`config.mk`:
```
export PLATFORM = sky130hd
export DESIGN_NAME = ovc_guard
export DESIGN_NICKNAME = d
export VERILOG_FILES = /design/src/rtl/ovg_pkg.sv /design/src/rtl/ovg_tick.sv /design/src/rtl/ovg_retry_fsm.sv /design/src/rtl/ovg_open_qual.sv /design/src/rtl/ovc_guard.sv
export SDC_FILE = /design/constraint.sdc
export NUM_CORES = 1
export LEC_CHECK = 0
export BUFFER_PORTS_ARGS = -buffer_cell sky130_fd_sc_hd__buf_2
export CAP_MARGIN = 5
export CORE_UTILIZATION = 50
export CTS_CLUSTER_DIAMETER = 30
export DETAILED_ROUTE_END_ITERATION = 7
export PLACE_DENSITY_LB_ADDON = 0.1
export SETUP_SLACK_MARGIN = 0.05
export SLEW_MARGIN = 30
export SYNTH_ARGS = -nofsm -noshare
export SYNTH_HDL_FRONTEND = slang
export SYNTH_SLANG_ARGS = --single-unit
```
`constraint.sdc`:
```
create_clock -name clk -period 5.8 [get_ports clk]
set_input_delay 1.16 -clock clk [delete_from_list [all_inputs] [get_ports clk]]
set_output_delay 1.16 -clock clk [all_outputs]
set_load 0.01 [all_outputs]
```
`src/rtl/ovg_pkg.sv`:
```
// Shared types for the overcurrent retry sequencer.
package ovg_pkg;
    // Per-channel protection state.
    typedef enum logic [1:0] {
        CH_OFF   = 2'd0,
        CH_ON    = 2'd1,
        CH_REST  = 2'd2,
        CH_PROBE = 2'd3
    } ch_state_t;
endpackage

```
`src/rtl/ovg_tick.sv`:
```
// Prescaler: emits a one-cycle tick every PRESCALE clocks.
// Assumes PRESCALE >= 1. The first tick follows reset release by PRESCALE clocks.
module ovg_tick #(
    parameter int PRESCALE = 64
) (
    input  logic clk,
    input  logic rst_n,
    output logic tick
);
    localparam int CW = (PRESCALE > 1) ? $clog2(PRESCALE) : 1;

    generate
        if (PRESCALE == 1) begin : g_every
            assign tick = 1'b1;
        end else begin : g_div
            logic [CW-1:0] cnt;
            // Wrap counter that defines the tick period.
            always_ff @(posedge clk) begin
                if (!rst_n)                         cnt <= '0;
                else if (cnt == CW'(PRESCALE - 1))  cnt <= '0;
                else                                cnt <= cnt + 1'b1;
            end
            assign tick = (cnt == CW'(PRESCALE - 1));
        end
    endgenerate
endmodule

```
`src/rtl/ovg_retry_fsm.sv`:
```
// One channel's overcurrent sequencer: normal conduction, then a loop of
// rest (gate off) and probe (gate on) windows after an overcurrent.
// Assumes SENSE_TICKS >= 1, SHUT_TICKS >= 1, and a single-cycle tick.
module ovg_retry_fsm
    import ovg_pkg::*;
#(
    parameter int SENSE_TICKS = 16,
    parameter int SHUT_TICKS  = 1008
) (
    input  logic clk,
    input  logic rst_n,
    input  logic tick,
    input  logic cmd_on,
    input  logic oc_flag,
    input  logic lockout,
    output logic gate_en,
    output logic oc_fault
);
    localparam int TMAX = (SHUT_TICKS > SENSE_TICKS) ? SHUT_TICKS : SENSE_TICKS;
    localparam int TW   = $clog2(TMAX + 1);

    ch_state_t      st;
    logic [TW-1:0]  tmr;

    // State, window timer and fault flag update.
    always_ff @(posedge clk) begin
        if (!rst_n) begin
            st       <= CH_OFF;
            tmr      <= '0;
            oc_fault <= 1'b0;
        end else if (!cmd_on || lockout) begin
            st       <= CH_OFF;
            tmr      <= '0;
            oc_fault <= 1'b0;
        end else begin
            case (st)
                CH_OFF: st <= CH_ON;
                CH_ON: begin
                    if (oc_flag) begin
                        st       <= CH_REST;
                        tmr      <= '0;
                        oc_fault <= 1'b1;
                    end
                end
                CH_REST: begin
                    if (tick) begin
                        if (tmr == TW'(SHUT_TICKS - 1)) begin
                            st  <= CH_PROBE;
                            tmr <= '0;
                        end else begin
                            tmr <= tmr + 1'b1;
                        end
                    end
                end
                CH_PROBE: begin
                    if (oc_flag) begin
                        st  <= CH_REST;
                        tmr <= '0;
                    end else if (tick) begin
                        if (tmr == TW'(SENSE_TICKS - 1)) begin
                            st       <= CH_ON;
                            tmr      <= '0;
                            oc_fault <= 1'b0;
                        end else begin
                            tmr <= tmr + 1'b1;
                        end
                    end
                end
                default: st <= CH_OFF;
            endcase
        end
    end

    // Gate follows the conducting states, forced low by lockout.
    assign gate_en = ((st == CH_ON) || (st == CH_PROBE)) && !lockout;
endmodule

```
`src/rtl/ovg_open_qual.sv`:
```
// One channel's open-load qualifier: counts ticks while commanded off
// with the open-load comparator high; flags once OPEN_TICKS are reached.
// Assumes OPEN_TICKS >= 1.
module ovg_open_qual #(
    parameter int OPEN_TICKS = 25
) (
    input  logic clk,
    input  logic rst_n,
    input  logic tick,
    input  logic cmd_on,
    input  logic open_flag,
    output logic open_fault
);
    localparam int QW = $clog2(OPEN_TICKS + 1);

    logic [QW-1:0] qcnt;

    // Saturating persistence counter, cleared when the condition lapses.
    always_ff @(posedge clk) begin
        if (!rst_n || cmd_on || !open_flag) qcnt <= '0;
        else if (tick && (qcnt != QW'(OPEN_TICKS))) qcnt <= qcnt + 1'b1;
    end

    assign open_fault = (qcnt == QW'(OPEN_TICKS));
endmodule

```
`src/rtl/ovc_guard.sv`:
```
// Top: shared tick prescaler plus NCH independent protection channels.
// Assumes comparator flags are already synchronous to clk.
module ovc_guard #(
    parameter int NCH         = 4,
    parameter int PRESCALE    = 64,
    parameter int SENSE_TICKS = 16,
    parameter int SHUT_TICKS  = 1008,
    parameter int OPEN_TICKS  = 25
) (
    input  logic           clk,
    input  logic           rst_n,
    input  logic [NCH-1:0] cmd_on,
    input  logic [NCH-1:0] oc_flag,
    input  logic [NCH-1:0] open_flag,
    input  logic           lockout,
    output logic [NCH-1:0] gate_en,
    output logic [NCH-1:0] oc_fault,
    output logic [NCH-1:0] open_fault
);
    logic tick;

    ovg_tick #(.PRESCALE(PRESCALE)) u_tick (
        .clk(clk), .rst_n(rst_n), .tick(tick)
    );

    generate
        for (genvar c = 0; c < NCH; c++) begin : g_ch
            ovg_retry_fsm #(.SENSE_TICKS(SENSE_TICKS), .SHUT_TICKS(SHUT_TICKS)) u_fsm (
                .clk(clk), .rst_n(rst_n), .tick(tick),
                .cmd_on(cmd_on[c]), .oc_flag(oc_flag[c]), .lockout(lockout),
                .gate_en(gate_en[c]), .oc_fault(oc_fault[c])
            );
            ovg_open_qual #(.OPEN_TICKS(OPEN_TICKS)) u_open (
                .clk(clk), .rst_n(rst_n), .tick(tick),
                .cmd_on(cmd_on[c]), .open_flag(open_flag[c]),
                .open_fault(open_fault[c])
            );
        end
    endgenerate
endmodule

```
==> impl_metrics.tcl, run 1 <==
set metrics [dict create \
    path_cells "buf_2 > nor2b_1 > buf_2" \
    synth.most_common_cell "dfxtp_1" \
    ios 27 \
    postSynthCellCount 498 \
    most_used_cell_cp "buf_2" \
    cellLeakagePower_nw 1.597 \
    status "completed" \
    synth.cells.most_frequent "dfxtp_1 (78), nor2_1 (59), nand2_1 (49)" \
    ys_ff_latch 78 \
    synth_top_cells_by_area "dfxtp_1 (38%), nor2_1 (5.4%), nand2_1 (4.5%)" \
    report.final.setup_viol 0 \
    clkSinkCount 78 \
    cp-end-kind "output pin" \
    cts_hold_buf 0 \
    totalWireLength_mm 9.005 \
    finalMaxSlewViolations 0 \
    met3_usage 0.03284 \
    synth.cell_area_um2 4094 \
    globalRouteMet2Util 0.3920 \
    grt_pass1_vias 3488 \
    totalNegativeSetupSlack_ps 0 \
    cp_max_fo 7 \
    grt_setup_unrepaired "no" \
    cts_buffers 9 \
    port-buffer-count 26 \
    power.share.clock 0.417 \
    vias_per_cell 5.893 \
    classification_of_the_worst_setup_path "input pin to output pin" \
    seqPwrFrac 0.550 \
    n_fill_cell 749 \
    hold_violations 0 \
    drtIter0Drc 212 \
    slowest_stage "buf_2" \
    overflow 0 \
    timing_worst_slew_pin_value_ps 866.4 \
    drive_above_1_share 0.1206 \
    antenna_found_initial 0 \
    cp_slowest_stage_delay_ps 160 \
    fin_worst_skew_ps 11.67 \
    htreeDepth 3 \
    final_critical_path_setup_slack_ps 3071 \
    ctsRootBufferMaster "clkbuf_8" \
    cellPowerDensity_nw_per_um2 223.4 \
    syn-mean-instance-area_um2 8.221 \
    vias 3630 \
    grt_first_pass_wirelength_mm 15.68 \
    yosys_top_cell_by_area "dfxtp_1" \
    clkTransAtPathRegs_ps 70 \
    post_synth_num_cell_types 57 \
    floorplan.die.height_um 92.49 \
    async_flop_share 0 \
    gpl.final_weighted_congestion 0.8758 \
    yosysWarnings 0 \
    area_growth_syn_to_layout_pct 7.702 \
    clock_tree_from_tritoncts "yes" \
    ant_nets 0 \
    detail_route.drc_violations 0 \
    worstPathRequired_ps 4640 \
    drtPass1Iterations 4 \
    number_of_enable_flip_flop_cells_after_synthesis 0 \
    worstHoldPathType "register to register" \
    cts_setup_buffers 0 \
    period_minus_slack_ps 2729 \
    maxSlewHeadroom 0.4224 \
    grt_busiest_layer "met2" \
    critical_path.startpoint_type "input pin" \
    max_clock_freq_mhz 366.4 \
    mappedNetlistNets 526 \
    synthFlopType "dfxtp_1" \
    drv_cap 0 \
    dp_slack_ps 2972 \
    floorplan.die.width_um 92.49 \
    synth_largest_type_area_fraction 0.3814 \
    fin_crit_sh 0.4706 \
    power_frac_comb 0.033 \
    layout.nets 537 \
    core.rowCount 32 \
    post_cts_resized 0 \
    clock_latency_ps 350 \
    floorplan.die_area_um2 8553 \
    swShare 0.2299 \
    net-switching-power_mw 0.2264 \
    route.detailed.wl_per_inst_um 14.62 \
    yosysSeqAreaShare 0.3814 \
    internal-power_mw 0.7585 \
    largest_net_degree_at_the_start_of_global_routing 24 \
    dp_hpwl_mm 6.496 \
    gr-usage-all-layers 0.2253 \
    worst_ir_drop_vdd_v 0.00009250 \
    diodes 0 \
    initial_core_util 0.5244 \
    cts-root-to-sink-buffers 2 \
    timing.critical_path.arrival_ps 1570 \
    total_core_area_um2 7807 \
    met1_usage 0.2835 \
]
==> layer usage <==
| metal | vias to the layer above | share of wire |
|---|---|---|
| met1 | 1732 | 0.47 |
| met3 | 12 | 0.025 |
| met5 | - | 0 |
| met2 | 58 | 0.49 |
| li1 | 1828 | - |
| met4 | 0 | 0.014 |
==> power groups by stage <==
stage / Clock [mW] / Sequential [mW] / Combinational [mW]
after floorplan: 0 / 0.553 / 0.0198
after global placement: 0 / 0.554 / 0.0316
after detailed placement: 0 / 0.554 / 0.0321
after CTS: 0.419 / 0.542 / 0.0322
after global routing: 0.451 / 0.542 / 0.0356
final: 0.411 / 0.542 / 0.0321
==> critical path: cells and delay by family <==
family / cells / cell delay [ps]
buffers and inverters: 2 / 290
AND/OR/NAND/NOR: 1 / 120
==> sequential cells by signal, summed over array words and instances (netlist names) <==
signal               cells
g_ch.u_fsm.tmr          40
g_ch.u_open.qcnt        20
g_ch.u_fsm.st            8
u_tick.g_div.cnt         6
g_ch.u_fsm.oc_fault      4
==> final cells by class <==
type / count / area [µm²] / area share
repair buffers: 26 / 130.1 / 0.02951
multi-input cells: 385 / 2357 / 0.5346
well taps: 102 / 127.6 / 0.02894
flip-flops and latches: 78 / 1562 / 0.3541
clock buffers: 10 / 137.6 / 0.03121
inverters: 9 / 33.78 / 0.007662
clock inverters: 6 / 61.31 / 0.01390
==> kinds of logic after synthesis <==
family          share of synthesized area
simple gates                       0.3185
xor+xnor                          0.05134
mux                               0.01375
flops                              0.3814
fa+ha+maj                         0.03973
buf+inv                           0.04371
compound gates                     0.1516
==> path summary, 6_finish.rpt <==
check                                  from                           endpoint  slack (ps)  depth (start not counted)
max reg2reg  u_tick.g_div.cnt[0]$_SDFF_PP0_  g_ch[0].u_fsm.tmr[3]$_SDFFE_PP0P_        3140                          5
min reg2reg  u_tick.g_div.cnt[0]$_SDFF_PP0_     u_tick.g_div.cnt[0]$_SDFF_PP0_         450                          1
min          u_tick.g_div.cnt[0]$_SDFF_PP0_     u_tick.g_div.cnt[0]$_SDFF_PP0_         450                          1
max                                 lockout                         gate_en[2]        3070                          3
==> metrics by stage <==
step / total power [mW] / area [µm²] / utilization / hold slack (ps) / cells
after global routing: 1.029 / 4409 / 0.5647 / 473.0 / 616
after floorplan: 0.5730 / 4094 / - / 417.5 / 498
final: 0.9849 / 4409 / 0.5647 / 449.3 / 616
after CTS: 0.9930 / 4405 / 0.5643 / 452.0 / 616
after detailed placement: 0.5863 / 4207 / 0.5388 / 441.3 / 600
after global placement: 0.5858 / 4207 / 0.5388 / 437.9 / 600
==> layout by cell type, fill, tap and decap left out, drive strengths merged, types with 7 or more instances in the layout <==
master	synthesis	final
nand2	49	49
clkbuf	10	10
nand4	21	21
nor2	59	59
nand3	35	35
and3	15	15
ha	13	13
buf	16	26
and2	10	10
o21ai	20	20
nor3	14	14
a21oi	27	27
o31ai	8	8
or4	8	8
xor2	18	18
inv	9	9
a31oi	11	11
dfxtp	78	78
nand2b	7	7
Note: power is estimated with default switching activity, not from simulation.
==> inputs of run 2 (changes only) <==
- clock period: 5.8 -> 2.5 ns (I/O delays scaled with it)
==> run 2 against run 1 <==
Against the previous run: clock-buffer cell count up 4; sequential share of layout area down 0.26 points; sequential power up 130%; global-route usage down 0.74 points; sequential cell count unchanged; largest cell class unchanged.
==> impl_metrics.tcl, run 2 (synthesis results as in run 1) <==
set metrics [dict create \
    port-buffer-count 26 \
    power_frac_comb 0.034 \
    cellPowerDensity_nw_per_um2 505.8 \
    grt_busiest_layer "met2" \
    cts-root-to-sink-buffers 2 \
    clock_latency_ps 350 \
    maxSlewHeadroom 0.4994 \
    fin_worst_skew_ps 11.58 \
    timing.rr.start "g_ch[1].u_fsm.tmr[5]$_SDFFE_PP0P_" \
    totalWireLength_mm 8.864 \
    dp_slack_ps 413.8 \
    layout_commonest_cell "dfxtp_1" \
    largest_reg_flops 40 \
    ant_nets 0 \
    grt_first_pass_wirelength_mm 15.07 \
    cts_buffers 9 \
    swShare 0.2148 \
    classification_of_the_worst_setup_path "register to register" \
    final_critical_path_setup_slack_ps 405.6 \
    met3_usage 0.03284 \
    clkTransAtPathRegs_ps 80 \
    hold_violations 0 \
    worstRegToRegCells 5 \
    gr-usage-all-layers 0.2180 \
    cellLeakagePower_nw 1.621 \
    met1_usage 0.2876 \
    ctsRootBufferMaster "clkbuf_8" \
    seqPwrFrac 0.559 \
    drv_cap 0 \
    critical_path.startpoint_type "register" \
    timing_worst_slew_pin_value_ps 745.9 \
    min_from "u_tick.g_div.cnt[0]$_SDFF_PP0_" \
    largest_net_degree_at_the_start_of_global_routing 14 \
    vias 3614 \
    worstHoldPathType "register to register" \
    cp-end-kind "register" \
    antenna_found_initial 0 \
    ios 27 \
    largest-register "g_ch.u_fsm.tmr" \
    cp_max_fo 10 \
    clkSinkCount 78 \
    grt_pass1_vias 3252 \
    cts_hold_buf 0 \
    min_path_cells 1 \
    gpl.final_weighted_congestion 0.8404 \
    diodes 0 \
    drtPass1Iterations 5 \
    design_power_total_mw 2.247 \
    finalMaxSlewViolations 0 \
    power.share.clock 0.406 \
    period_minus_slack_ps 2094 \
    total_core_area_um2 7807 \
    route.detailed.wl_per_inst_um 14.25 \
    worst_ir_drop_vdd_v 0.0002497 \
    report.final.setup_viol 0 \
    fin_crit_sh 0.8378 \
    regToRegEndpoint "g_ch[1].u_fsm.tmr[5]$_SDFFE_PP0P_" \
    htreeDepth 3 \
    worstPathRequired_ps 2730 \
    core.rowCount 32 \
    cts_setup_buffers 0 \
    drtIter0Drc 172 \
    totalNegativeSetupSlack_ps 0 \
    dp_hpwl_mm 6.496 \
    net-switching-power_mw 0.4826 \
    post_cts_resized 0 \
    status "completed" \
    max_clock_freq_mhz 477.5 \
    initial_core_util 0.5244 \
    globalRouteMet2Util 0.3568 \
    internal-power_mw 1.764 \
    area_growth_syn_to_layout_pct 8.496 \
    timing.critical_path.arrival_ps 2330 \
    clock_tree_from_tritoncts "yes" \
    vias_per_cell 5.810 \
    floorplan.die.height_um 92.49 \
    worst_hold_path.endpoint "u_tick.g_div.cnt[0]$_SDFF_PP0_" \
    layout.cells.most_common_list "dfxtp_1 (78), nor2_1 (59), nand2_1 (49)" \
    biggestRegsByFlops "g_ch.u_fsm.tmr: 40 flops, g_ch.u_open.qcnt: 20 flops, g_ch.u_fsm.st: 8 flops" \
    floorplan.die.width_um 92.49 \
    regToRegSetupSlack_ps 410 \
    layout.nets 544 \
    detail_route.drc_violations 0 \
    n_fill_cell 763 \
    overflow 0 \
    floorplan.die_area_um2 8553 \
    grt_setup_unrepaired "no" \
    drive_above_1_share 0.1212 \
]
run 2: area by class of cell:
| type | instances | area (µm²) | share of cell area |
|---|---|---|---|
| Clock buffer | 14 | 152.6 | 0.03437 |
| Clock inverter | 1 | 30.03 | 0.006761 |
| Inverter | 9 | 33.78 | 0.007606 |
| Multi-Input combinational cell | 385 | 2354 | 0.5299 |
| Sequential cell | 78 | 1562 | 0.3515 |
| Tap cell | 102 | 127.6 | 0.02873 |
| Timing Repair Buffer | 33 | 182.7 | 0.04113 |
run 2: routing by layer:
metal / vias up / share of wire
li1: 1844 / -
met1: 1698 / 0.47
met2: 57 / 0.48
met3: 15 / 0.032
met4: 0 / 0.016
met5: - / 0
run 2: critical path, stage by stage (launching register included):
cell	delay [ps]
dfxtp_1	370
or4_1	540
nor3_1	270
o21ai_1	340
nand4_1	350
o31ai_1	120
run 2: power by group through the flow:
stage | sequential, mW | clock (mW) | combinational (mW)
global route | 1.26 | 0.999 | 0.0863
detailed placement | 1.29 | 0 | 0.0780
CTS | 1.26 | 0.934 | 0.0782
floorplan | 1.28 | 0 | 0.0459
global placement | 1.28 | 0 | 0.0769
finish | 1.26 | 0.913 | 0.0772
run 2: stage by stage:
stage	utilization	area (µm²)	hold slack, ps	instances
after floorplan	-	4094	417.5	498
after global placement	0.5455	4259	432.4	607
after detailed placement	0.5455	4259	440.2	607
after CTS	0.5689	4442	450.6	622
after global routing	0.5689	4442	465.1	622
final	0.5689	4442	446.7	622
run 2: worst max-delay path by stage:
stage,from,to,slack [ps]
after floorplan,u_tick.g_div.cnt[0]$_SDFF_PP0_,g_ch[3].u_fsm.st[1]$_SDFFE_PP0P_,570
after CTS,g_ch[0].u_fsm.tmr[5]$_SDFFE_PP0P_,g_ch[0].u_fsm.tmr[6]$_SDFFE_PP0P_,400
after global placement,g_ch[0].u_fsm.tmr[5]$_SDFFE_PP0P_,g_ch[0].u_fsm.tmr[6]$_SDFFE_PP0P_,450
after detailed placement,g_ch[0].u_fsm.tmr[6]$_SDFFE_PP0P_,g_ch[0].u_fsm.tmr[3]$_SDFFE_PP0P_,410
final,g_ch[1].u_fsm.tmr[5]$_SDFFE_PP0P_,g_ch[1].u_fsm.tmr[5]$_SDFFE_PP0P_,410
after global routing,u_tick.g_div.cnt[0]$_SDFF_PP0_,g_ch[0].u_fsm.tmr[0]$_SDFFE_PP0P_,240
==> inputs of run 3 (changes only) <==
- ABC_AREA: unset -> 1
- clock period: 2.5 -> 1.9 ns (I/O delays scaled with it)
==> run 3 against run 2 <==
Against the previous run: hold slack worse by 140 ps; worst setup slack lost 210 ps; synthesized cell count up 25%; global-route usage decreased by 1.3 points; die area grew 6.2%; register-to-register slack lost 210 ps; clock-buffer cell count down 1; combinational power rose by 100%; final cell count grew 22%; non-clock buffer count shrank 2; maximum frequency is 23% higher.
==> impl_metrics.tcl, run 3 <==
set metrics [dict create \
    status "completed" \
    cts_buffers 9 \
    detailroute.wirelength.met3_um 332 \
    final_critical_path_setup_slack_ps 197.0 \
    initial_core_util 0.5219 \
    layout_commonest_cell "nand2_1" \
    cts_hold_buf 0 \
    maxSlewHeadroom 0.7590 \
    floorplan.die.height_um 95.31 \
    synth_largest_type_area_fraction 0.3587 \
    grt_setup_unrepaired "no" \
    ant_nets 0 \
    largest-register "g_ch.u_fsm.tmr" \
    number_of_enable_flip_flop_cells_after_synthesis 0 \
    drv_cap 0 \
    port-buffer-count 26 \
    met1_length_mm 4.514 \
    post_synth_num_cell_types 41 \
    layout.cells.most_common_list "nand2_1 (115), nor2_1 (86), inv_1 (79)" \
    path_cells "ha_1 > nand2_2 > nor2_8 > nand3_1 > nand2_4 > buf_4 > nand3b_1 > xor2_1 > nor2_1" \
    core.rowCount 33 \
    finalInstanceArea_um2 4775 \
    htreeDepth 3 \
    hold_violations 0 \
    ctsRootBufferMaster "clkbuf_8" \
    totalNegativeSetupSlack_ps 0 \
    cellLeakagePower_nw 1.883 \
    layout.nets 678 \
    synth.cell_area_um2 4353 \
    postSynthCellCount 623 \
    slowest_stage "dfxtp_1" \
    grt_first_pass_wirelength_mm 14.81 \
    synth.cells.most_frequent "nand2_1 (115), nor2_1 (86), inv_1 (79)" \
    place_area_um2 4513 \
    gpl.final_weighted_congestion 0.8924 \
    clkTransAtPathRegs_ps 80 \
    max_clock_freq_mhz 587.2 \
    route.detailed.wl_per_inst_um 11.59 \
    largest_net_degree_at_the_start_of_global_routing 14 \
    grt_pass1_vias 3408 \
    vias 3870 \
    cp_slowest_stage_delay_ps 360 \
    cellPowerDensity_nw_per_um2 681.9 \
    area_growth_syn_to_layout_pct 9.687 \
    cp_max_fo 9 \
    synth.most_common_cell "nand2_1" \
    floorplan.die.width_um 95.31 \
    period_minus_slack_ps 1703 \
    total_core_area_um2 8341 \
    yosysWarnings 0 \
    finalMaxSlewViolations 0 \
    worstPathRequired_ps 2140 \
    synth_top_cells_by_area "dfxtp_1 (36%), nand2_1 (9.9%), nor2_1 (7.4%)" \
    vias_per_cell 5.092 \
    async_flop_share 0 \
    timing.critical_path.arrival_ps 1940 \
    drive_above_1_share 0.1313 \
    diodes 0 \
    overflow 0 \
    yosys_top_cell_by_area "dfxtp_1" \
    totalWireLength_mm 8.811 \
    gr-usage-all-layers 0.2054 \
    stdcell_count 760 \
    drtIter0Drc 169 \
    mappedNetlistNets 651 \
    drtPass1Iterations 4 \
    hold_slack_ps 302.0 \
    largest_reg_flops 40 \
    floorplan.die_area_um2 9083 \
    dp_hpwl_mm 6.621 \
    ys_ff_latch 78 \
    top_layer_reached_by_signal_wires "met4" \
    antenna_found_initial 0 \
    yosysSeqAreaShare 0.3587 \
    design_power_total_mw 3.256 \
    fin_crit_sh 0.8963 \
    share_of_the_core_filled_with_cells_in_the_final_layout 0.5725 \
    cts-root-to-sink-buffers 2 \
    worst_ir_drop_vdd_v 0.0004813 \
    cp-end-kind "register" \
    post-place-cells 742 \
    syn-mean-instance-area_um2 6.987 \
    clock_tree_from_tritoncts "yes" \
    clkSinkCount 78 \
    clock_latency_ps 340 \
    timing_worst_slew_pin_value_ps 358.7 \
    dp_slack_ps 176.8 \
    report.final.setup_viol 0 \
    synthFlopType "dfxtp_1" \
    met2_length_mm 3.891 \
    fin_worst_skew_ps 7.893 \
    biggestRegsByFlops "g_ch.u_fsm.tmr: 40 flops, g_ch.u_open.qcnt: 20 flops, g_ch.u_fsm.st: 8 flops" \
    detail_route.drc_violations 0 \
    critical_path.startpoint_type "register" \
    classification_of_the_worst_setup_path "register to register" \
    ios 27 \
    worstHoldPathType "input pin to register" \
]
-- run 3: cell count changes in the layout (fill, tap and decap cells not counted), moves of 7 or more --
cell,before,now
a21oi_1,27,38
nand3_1,35,56
or4_1,8,0
inv_1,9,79
nand2b_1,7,0
a31oi_1,11,0
and3_1,15,1
nor3_1,13,24
and2_1,10,0
nand2_1,49,115
nor2_1,59,86
nand2_2,0,8
-- run 3: logic make-up (layout without fill, tap and decap cells) --
logic type | after synthesis | after routing | share of synthesized area
DFF | 78 | 78 | 0.3587
and+or+nand+nor | 340 | 340 | 0.3714
AOI/OAI and AO/OA | 72 | 72 | 0.09198
buffers and inverters | 102 | 134 | 0.1043
xor gates and xnor gates | 18 | 18 | 0.03622
adders and majority gates | 13 | 13 | 0.03737
-- run 3: worst paths after layout --
| check | from | end | slack (ps) | cells past startpoint |
|---|---|---|---|---|
| min | rst_n | u_tick.g_div.cnt[4]$_SDFF_PP0_ | 300 | 3 |
| min reg2reg | u_tick.g_div.cnt[0]$_SDFF_PP0_ | u_tick.g_div.cnt[0]$_SDFF_PP0_ | 460 | 1 |
| max reg2reg | u_tick.g_div.cnt[0]$_SDFF_PP0_ | g_ch[2].u_fsm.tmr[3]$_SDFFE_PP0P_ | 200 | 9 |
| max | u_tick.g_div.cnt[0]$_SDFF_PP0_ | g_ch[2].u_fsm.tmr[3]$_SDFFE_PP0P_ | 200 | 9 |
-- run 3: cell type report --
cell class              count  area, µm²
well taps                 105      131.4
clock buffers              13      168.9
flip-flops and latches     78       1562
clock inverters             3      65.06
multi-input cells         443       2350
fillers                   814       3566
inverters                  87      330.3
repair buffers             31      167.7
-- run 3: metal layers --
layer	vias up	global-route usage
met5	-	0
met4	0	0.06818
met3	5	0.03349
met2	75	0.3345
met1	1726	0.2749
li1	2064	-
-- run 3: timing repair --
action | in CTS | in global routing
buffers inserted | 0 | 2
setup endpoints to repair | 0 | 3
gates resized for setup | 0 | 2
-- run 3: power breakdown --
part           internal (mW)  switching, mW  leakage [nW]
clock network          0.847          0.598         0.120
logic                 0.0531          0.101          1.13
registers               1.64         0.0113         0.629
-- run 3: worst max-delay path: cells and delay by family, from the launching register on --
family | cells | cell delay (ps)
adder cells (fa/ha/maj) | 1 | 200
flip-flops | 1 | 360
AND/OR/NAND/NOR | 6 | 730
XOR/XNOR | 1 | 130
buffers and inverters | 1 | 160
